## src/rtl/ovt_pkg.sv

```systemverilog
`timescale 1ns/1ps
package ovt_pkg;

   // register byte offsets (software-visible map)
   localparam int unsigned OFS_CTRL  = 32'h00;
   localparam int unsigned OFS_COUNT = 32'h04;
   localparam int unsigned OFS_LIMIT = 32'h08;
   localparam int unsigned OFS_START = 32'h4C;

   // control/status field positions
   localparam int unsigned PS_W        = 3;
   localparam int unsigned CF_PS_LSB   = 0;
   localparam int unsigned CF_SRC_LSB  = 3;
   localparam int unsigned CF_IE_BIT   = 6;
   localparam int unsigned CF_FLAG_BIT = 7;

   typedef enum logic [1:0] {
      SRC_OFF   = 2'd0,
      SRC_CORE  = 2'd1,
      SRC_FIXED = 2'd2,
      SRC_EXT   = 2'd3
   } src_sel_e;

endpackage

```

## src/rtl/ovt_prescaler.sv

```systemverilog
`timescale 1ns/1ps
module ovt_prescaler
   import ovt_pkg::*;
#(
   parameter int unsigned PSC_W      = 3,
   parameter bit          EXT_SRC_EN = 1'b1
) (
   input  logic             clk,
   input  logic             rst_n,
   input  src_sel_e         src,
   input  logic [PSC_W-1:0] ps,
   input  logic             fix_tick,
   input  logic             ext_tick,
   output logic             step
);

   localparam int unsigned PRE_W = (1 << PSC_W) - 1;

   logic             src_tick;
   logic [PRE_W-1:0] pre_q;
   logic [PRE_W-1:0] lim;
   logic             wrap;

   generate
      if (PSC_W < 1 || PSC_W > 4) begin : g_bad_ps
         $error("ovt_prescaler: PSC_W out of range");
      end
      if (EXT_SRC_EN) begin : g_ext
         always_comb begin
            unique case (src)
               SRC_CORE:  src_tick = 1'b1;
               SRC_FIXED: src_tick = fix_tick;
               SRC_EXT:   src_tick = ext_tick;
               default:   src_tick = 1'b0;
            endcase
         end
      end else begin : g_noext
         logic unused_ext;
         assign unused_ext = ext_tick;
         always_comb begin
            unique case (src)
               SRC_CORE:  src_tick = 1'b1;
               SRC_FIXED: src_tick = fix_tick;
               default:   src_tick = 1'b0;
            endcase
         end
      end
   endgenerate

   // terminal value of the prescale counter: 2^ps - 1
   assign lim  = ~({PRE_W{1'b1}} << ps);
   assign wrap = (pre_q >= lim);
   assign step = src_tick && wrap;

   always_ff @(posedge clk or negedge rst_n) begin
      if (!rst_n) begin
         pre_q <= '0;
      end else if (src == SRC_OFF) begin
         pre_q <= '0;
      end else if (src_tick) begin
         pre_q <= wrap ? '0 : pre_q + 1'b1;
      end
   end

   // a stopped source leaves the prescaler at zero on the next edge
   a_r2_pre_cleared: assert property (@(posedge clk) disable iff (!rst_n)
      (src == SRC_OFF) |=> (pre_q == '0));

   // prescaler never rests beyond its terminal value while running
   a_r4_pre_bound: assert property (@(posedge clk) disable iff (!rst_n)
      (src_tick && $stable(ps)) |=> (pre_q <= lim || $changed(ps)));

endmodule

```

## src/rtl/ovt_counter.sv

```systemverilog
`timescale 1ns/1ps
module ovt_counter #(
   parameter int unsigned CNT_W = 16
) (
   input  logic             clk,
   input  logic             rst_n,
   input  logic             step,
   input  logic             cnt_wr,
   input  logic             lim_wr,
   input  logic             start_wr,
   input  logic [CNT_W-1:0] wdata,
   output logic [CNT_W-1:0] count,
   output logic [CNT_W-1:0] limit,
   output logic [CNT_W-1:0] start,
   output logic             ovf
);

   logic at_lim;

   assign at_lim = (count == limit);
   assign ovf    = step && at_lim && !cnt_wr;

   always_ff @(posedge clk or negedge rst_n) begin
      if (!rst_n) begin
         limit <= '1;
         start <= '0;
      end else begin
         if (lim_wr)   limit <= wdata;
         if (start_wr) start <= wdata;
      end
   end

   always_ff @(posedge clk or negedge rst_n) begin
      if (!rst_n) begin
         count <= '0;
      end else if (cnt_wr) begin
         count <= start;
      end else if (step) begin
         count <= at_lim ? start : count + 1'b1;
      end
   end

   // a step below the limit moves the count up by one
   a_r5_step_up: assert property (@(posedge clk) disable iff (!rst_n)
      (step && !cnt_wr && !ovf) |=> (count == $past(count) + CNT_W'(1)));

   // an overflow lands the count on the start value
   a_r5_reload: assert property (@(posedge clk) disable iff (!rst_n)
      ovf |=> (count == $past(start)));

   // a count write loads the start value
   a_r7_wr_load: assert property (@(posedge clk) disable iff (!rst_n)
      cnt_wr |=> (count == $past(start)));

   // without a step or write the count holds
   a_r5_idle_hold: assert property (@(posedge clk) disable iff (!rst_n)
      (!step && !cnt_wr) |=> $stable(count));

endmodule

```

## src/rtl/ovt_ctrl.sv

```systemverilog
`timescale 1ns/1ps
module ovt_ctrl
   import ovt_pkg::*;
(
   input  logic            clk,
   input  logic            rst_n,
   input  logic            ctl_wr,
   input  logic [7:0]      wdata,
   input  logic            ovf,
   output logic [PS_W-1:0] ps,
   output src_sel_e        src,
   output logic            ie,
   output logic            flag,
   output logic            irq
);

   logic unused_b5;
   assign unused_b5 = wdata[5];

   always_ff @(posedge clk or negedge rst_n) begin
      if (!rst_n) begin
         ps  <= '0;
         src <= SRC_OFF;
         ie  <= 1'b0;
      end else if (ctl_wr) begin
         ps  <= wdata[CF_PS_LSB +: PS_W];
         src <= src_sel_e'(wdata[CF_SRC_LSB +: 2]);
         ie  <= wdata[CF_IE_BIT];
      end
   end

   // overflow event outranks a clearing write
   always_ff @(posedge clk or negedge rst_n) begin
      if (!rst_n) begin
         flag <= 1'b0;
      end else if (ovf) begin
         flag <= 1'b1;
      end else if (ctl_wr && !wdata[CF_FLAG_BIT]) begin
         flag <= 1'b0;
      end
   end

   assign irq = flag && ie;

   // an overflow always leaves the flag set
   a_r6_flag_set: assert property (@(posedge clk) disable iff (!rst_n)
      ovf |=> flag);

   // writing zero to the flag bit clears it
   a_r9_clear: assert property (@(posedge clk) disable iff (!rst_n)
      (ctl_wr && !wdata[CF_FLAG_BIT] && !ovf) |=> !flag);

   // writing one to the flag bit keeps it
   a_r9_keep: assert property (@(posedge clk) disable iff (!rst_n)
      (ctl_wr && wdata[CF_FLAG_BIT] && !ovf) |=> (flag == $past(flag)));

endmodule

```

## src/rtl/ovf_alarm_timer.sv

```systemverilog
`timescale 1ns/1ps
module ovf_alarm_timer
   import ovt_pkg::*;
#(
   parameter int unsigned CNT_W      = 16,
   parameter int unsigned DATA_W     = 32,
   parameter int unsigned ADDR_W     = 8,
   parameter bit          EXT_SRC_EN = 1'b1
) (
   input  logic              clk,
   input  logic              rst_n,
   input  logic              bus_wr,
   input  logic [ADDR_W-1:0] bus_addr,
   input  logic [DATA_W-1:0] bus_wdata,
   output logic [DATA_W-1:0] bus_rdata,
   input  logic              fix_tick,
   input  logic              ext_tick,
   output logic              irq
);

   generate
      if (CNT_W < 8 || CNT_W > DATA_W) begin : g_bad_cnt
         $error("ovf_alarm_timer: CNT_W must lie in 8..DATA_W");
      end
      if (ADDR_W < 7) begin : g_bad_addr
         $error("ovf_alarm_timer: ADDR_W too small for the register map");
      end
   endgenerate

   logic hit_ctrl, hit_cnt, hit_lim, hit_start;
   logic [PS_W-1:0]  ps;
   src_sel_e         src;
   logic             ie, flag, step, ovf;
   logic [CNT_W-1:0] count, limit, start;
   logic             unused_wdata;

   assign unused_wdata = ^bus_wdata;

   assign hit_ctrl  = (bus_addr == ADDR_W'(OFS_CTRL));
   assign hit_cnt   = (bus_addr == ADDR_W'(OFS_COUNT));
   assign hit_lim   = (bus_addr == ADDR_W'(OFS_LIMIT));
   assign hit_start = (bus_addr == ADDR_W'(OFS_START));

   ovt_ctrl u_ctrl (
      .clk    (clk),
      .rst_n  (rst_n),
      .ctl_wr (bus_wr && hit_ctrl),
      .wdata  (bus_wdata[7:0]),
      .ovf    (ovf),
      .ps     (ps),
      .src    (src),
      .ie     (ie),
      .flag   (flag),
      .irq    (irq)
   );

   ovt_prescaler #(
      .PSC_W      (PS_W),
      .EXT_SRC_EN (EXT_SRC_EN)
   ) u_psc (
      .clk      (clk),
      .rst_n    (rst_n),
      .src      (src),
      .ps       (ps),
      .fix_tick (fix_tick),
      .ext_tick (ext_tick),
      .step     (step)
   );

   ovt_counter #(
      .CNT_W (CNT_W)
   ) u_cnt (
      .clk      (clk),
      .rst_n    (rst_n),
      .step     (step),
      .cnt_wr   (bus_wr && hit_cnt),
      .lim_wr   (bus_wr && hit_lim),
      .start_wr (bus_wr && hit_start),
      .wdata    (bus_wdata[CNT_W-1:0]),
      .count    (count),
      .limit    (limit),
      .start    (start),
      .ovf      (ovf)
   );

   always_comb begin
      bus_rdata = '0;
      if (hit_ctrl) begin
         bus_rdata[CF_PS_LSB +: PS_W] = ps;
         bus_rdata[CF_SRC_LSB +: 2]   = src;
         bus_rdata[CF_IE_BIT]         = ie;
         bus_rdata[CF_FLAG_BIT]       = flag;
      end else if (hit_cnt) begin
         bus_rdata[CNT_W-1:0] = count;
      end else if (hit_lim) begin
         bus_rdata[CNT_W-1:0] = limit;
      end else if (hit_start) begin
         bus_rdata[CNT_W-1:0] = start;
      end
   end

   // a stopped source keeps the count unless software loads it
   a_r2_hold: assert property (@(posedge clk) disable iff (!rst_n)
      (src == SRC_OFF && !(bus_wr && hit_cnt)) |=> $stable(count));

   // the flag only rises on an overflow from the counter
   a_r6_rise_cause: assert property (@(posedge clk) disable iff (!rst_n)
      $rose(flag) |-> $past(ovf));

endmodule

```

## config.mk

```make
export PLATFORM = sky130hd
export DESIGN_NAME = ovf_alarm_timer
export DESIGN_NICKNAME = d
export VERILOG_FILES = /design/src/rtl/ovt_pkg.sv /design/src/rtl/ovt_prescaler.sv /design/src/rtl/ovt_counter.sv /design/src/rtl/ovt_ctrl.sv /design/src/rtl/ovf_alarm_timer.sv
export SDC_FILE = /design/constraint.sdc
export NUM_CORES = 1
export LEC_CHECK = 0
export BUFFER_PORTS_ARGS = -buffer_cell sky130_fd_sc_hd__buf_2
export CAP_MARGIN = 20
export CORE_UTILIZATION = 40
export DETAILED_ROUTE_END_ITERATION = 6
export REMOVE_ABC_BUFFERS = 1
export SKIP_CTS_REPAIR_TIMING = 1
export SYNTH_ARGS = -nofsm -noshare
export SYNTH_HDL_FRONTEND = slang
export SYNTH_SLANG_ARGS = --single-unit
```

## constraint.sdc

```tcl
create_clock -name clk -period 2.4 [get_ports clk]
set_input_delay 0 -clock clk [delete_from_list [all_inputs] [get_ports clk]]
set_output_delay 0 -clock clk [all_outputs]
set_load 0.02 [all_outputs]
```

==> impl_metrics.csv <==
group,metric,value,unit
timing,maxSlewHeadroom,49.3,%
floorplan,core-area,9280,µm²
timing,max_freq,0.388,GHz
yosys,yosysMostFrequentCell,"dfrtp_1",
yosys,synth_edf_count,0,
clock_network,clk_pin_slew,0.07,ns
cells_and_area,drive_above_1_share,36.9,%
power_and_ir_drop,power.leakage,0.00233,µW
timing,fin_setup_tns,-1.12,ns
cells_and_area,area_delta_synth_final,27.9,%
placement,place_hpwl,6850,µm
cells_and_area,antenna_cells,0,
floorplan,io-pin-count,78,
clock_network,numCtsBuffers,9,
floorplan,die_w,100,µm
timing,fin_ws,-0.175,ns
timing,period_minus_slack,2.57,ns
drt,antenna_left,0,
global_route,grt_pass1_wl,16000,µm
clock_network,clockBufferDepth,2,
floorplan,start_util,41.4,%
floorplan,die-area,10000,µm²
yosys,postSynthCellCount,389,
worst_setup_path,cp-start-kind,"flop",
placement,routabilityCongestion,0.829,
global_route,overflow,0,
drt,wl_per_cell,16.0,µm
drt,wl_met3,535,µm
global_route,grtUsageTotal,20.6,%
floorplan,num_rows,35,
worst_setup_path,cp_data_arrival_time,2.80,ns
drt,vias,3320,
timing,rsz0062_at_grt,"true",
yosys,ys_ff_latch,62,
drt,wirelength,9950,µm
drt,via_per_inst,5.34,
drt,drc,0,
cells_and_area,fillerInstances,855,
yosys,postSynthAreaPerCell,9.87,µm²
clock_network,clock_sinks,62,
floorplan,die_h,100,µm
worst_setup_path,crit_required,2.63,ns
timing,worst_pin_slew,0.761,ns
worst_setup_path,crit_path_end_kind,"flop",
drt,dr.pass1.iters,5,
timing,slew_viol_final,0,
worst_setup_path,crit_fanout,5,
outcome,outcome,"complete, but fails checks",
hold_path,hold_class,"input pin to asynchronous set/reset pin",
yosys,synth_flop_cell,"dfrtp_1",
drt,top_layer,"met4",
placement,place_area,4380,µm²
yosys,synth_area_leader_cell,"dfrtp_1",
worst_setup_path,worstSetupPathType,"flop to flop",
yosys,syn-cell-area,3840,µm²
timing,final_hold_viol_count,0,
global_route,first_global_vias,3161,
yosys,post_synth_main_area_contributors,"dfrtp_1, dfstp_2, mux2_2, xnor2_1, mux2_4",
worst_setup_path,crit_chain,"buf_6 > nand2_2 > ha_1 > and2_4 > a221o_1 > buf_6 > a31o_4 > a31oi_4 > buf_6 > inv_2 > a221o_1",
worst_setup_path,worst_path_max_delay_cell,"dfrtp_1",
flow_run,drv_cap,0,
cells_and_area,fin_util,52.9,%
timing,setup_viol,15,
drt,m1WireLength,4640,µm
timing,clock-skew-final,0.0111,ns
global_route,grt_max_degree,63,
global_route,antenna_found_initial,0,
yosys,synth_warnings,0,
placement,placed_cells,582,
worst_setup_path,worst_path_largest_cell_delay,0.42,ns
placement,io_buffers,45,
clock_network,clk_latency,0.34,ns
cells_and_area,post_layout_nonfiller_instances,622,
timing,timing.hold.ws,0.193,ns
yosys,synth.distinct_cells,56,
yosys,synth_top_cell_area_share,30.0,%
yosys,yosys-top-cells-count,"dfrtp_1, nand2_1, nor2_1",
power_and_ir_drop,p_per_area,556,nW/µm²
outcome,violations,"setup timing",
cells_and_area,final_design_area_no_fill,4910,µm²
clock_network,htreeDepth,3,
timing,finalCritPeriodShare,107,%
power_and_ir_drop,peakVddDrop,0.399,mV
clock_network,cts_tree,"built",
yosys,yosysSeqAreaShare,40.9,%
worst_setup_path,crit_top_cell,"buf_6",
yosys,synth-async-reset-ratio,100,%
cells_and_area,nets,542,
drt,dr_wl_met2,4540,µm
drt,drtIter0Drc,136,
clock_network,clockRootBuffer,"clkbuf_8",
cell usage in the layout, fill, tap and decap left out, drive strengths merged, types with 4 or more instances in the layout:
| master | Yosys | final |
|---|---|---|
| dfrtp | 46 | 46 |
| a31oi | 8 | 8 |
| xnor2 | 21 | 21 |
| buf | 24 | 91 |
| a22oi | 12 | 12 |
| nand3 | 12 | 12 |
| and3 | 6 | 6 |
| clkbuf | 11 | 12 |
| mux2 | 36 | 36 |
| dlygate4sd3 | 0 | 17 |
| inv | 9 | 9 |
| nor3 | 6 | 6 |
| o21ai | 16 | 16 |
| ha | 9 | 9 |
| and2 | 6 | 6 |
| nor2b | 5 | 5 |
| nand4 | 5 | 5 |
| nand2 | 37 | 37 |
| nor2 | 34 | 34 |
| conb | 1 | 16 |
| dfstp | 16 | 16 |
| or3 | 4 | 4 |
| a21oi | 15 | 15 |
| a221o | 4 | 4 |
cell type report:
class | count | area, µm² | area share [%]
Clock buffer | 12 | 145 | 2.95
Clock inverter | 4 | 47.5 | 0.968
Inverter | 9 | 33.8 | 0.688
Multi-Input combinational cell | 298 | 2170 | 44.2
Sequential cell | 62 | 1570 | 32.0
Tap cell | 129 | 161 | 3.29
Timing Repair Buffer | 108 | 779 | 15.9
through the flow:
stage	setup WS [ns]	total power, µW
after floorplan	-0.542	1550
after detailed placement	-0.292	1760
after global placement	-0.208	1760
final	-0.175	2730
after global routing	-0.274	2870
after CTS	-0.290	2680
sequential cells by signal, summed over array words and instances, names as in the netlist:
name and flops:
u_ctrl.flag 1, u_ctrl.ie 1, u_cnt.count 16, u_ctrl.src 2, u_ctrl.ps 3, u_cnt.start 16
u_psc.pre_q 7, u_cnt.limit 16
worst max-delay path, delay by kind of cell (launching register included):
family	cells	cell delay [ns]
buffers and inverters	4	0.47
AO/OA/AOI/OAI	4	1.11
flip-flops	1	0.42
adder cells (fa/ha/maj)	1	0.28
AND/OR/NAND/NOR	2	0.18
power by group:
group          total [µW]  internal, µW  switching, µW
sequential           1270          1140            127
clock                 909           505            403
combinational         557           277            281
total                2730          1920            811
cell families (layout without fill, tap and decap cells):
logic type / count (synthesis) / after routing / share of synthesized area [%]
AOI/OAI and AO/OA: 87 / 87 / 15.9
buffers and inverters: 44 / 133 / 6.32
adders and majority gates: 9 / 9 / 2.93
DFF: 62 / 62 / 40.9
and+or+nand+nor: 127 / 127 / 17.1
xor gates and xnor gates: 23 / 23 / 5.25
muxes: 36 / 36 / 11.5
other: 1 / 16 / 0.0977
path summary, 6_finish.rpt:
| kind | endpoint | depth (start not counted) | slack (ns) | from |
|---|---|---|---|---|
| max | u_cnt.count[13]$_DFFE_PN0P_ | 11 | -0.17 | u_ctrl.ps[2]$_DFFE_PN0P_ |
| min | u_cnt.start[4]$_DFFE_PN0P_ | 3 | 0.19 | rst_n |
| max reg2reg | u_cnt.count[13]$_DFFE_PN0P_ | 11 | -0.17 | u_ctrl.ps[2]$_DFFE_PN0P_ |
| min reg2reg | u_cnt.start[10]$_DFFE_PN0P_ | 1 | 0.54 | u_cnt.start[10]$_DFFE_PN0P_ |
| max in group asynchronous | u_cnt.limit[0]$_DFFE_PN1P_ | 3 | 1.86 | rst_n |
| min in group clk | u_psc.pre_q[6]$_DFFE_PN0P_ | 5 | 0.21 | fix_tick |
per-layer routing:
| metal | vias up | GRT usage, % |
|---|---|---|
| met4 | 0 | 7.02 |
| met3 | 20 | 3.55 |
| li1 | 1578 | - |
| met1 | 1611 | 29.3 |
| met5 | - | 0 |
| met2 | 111 | 31.9 |
Note: power is estimated with default switching activity, not from simulation.
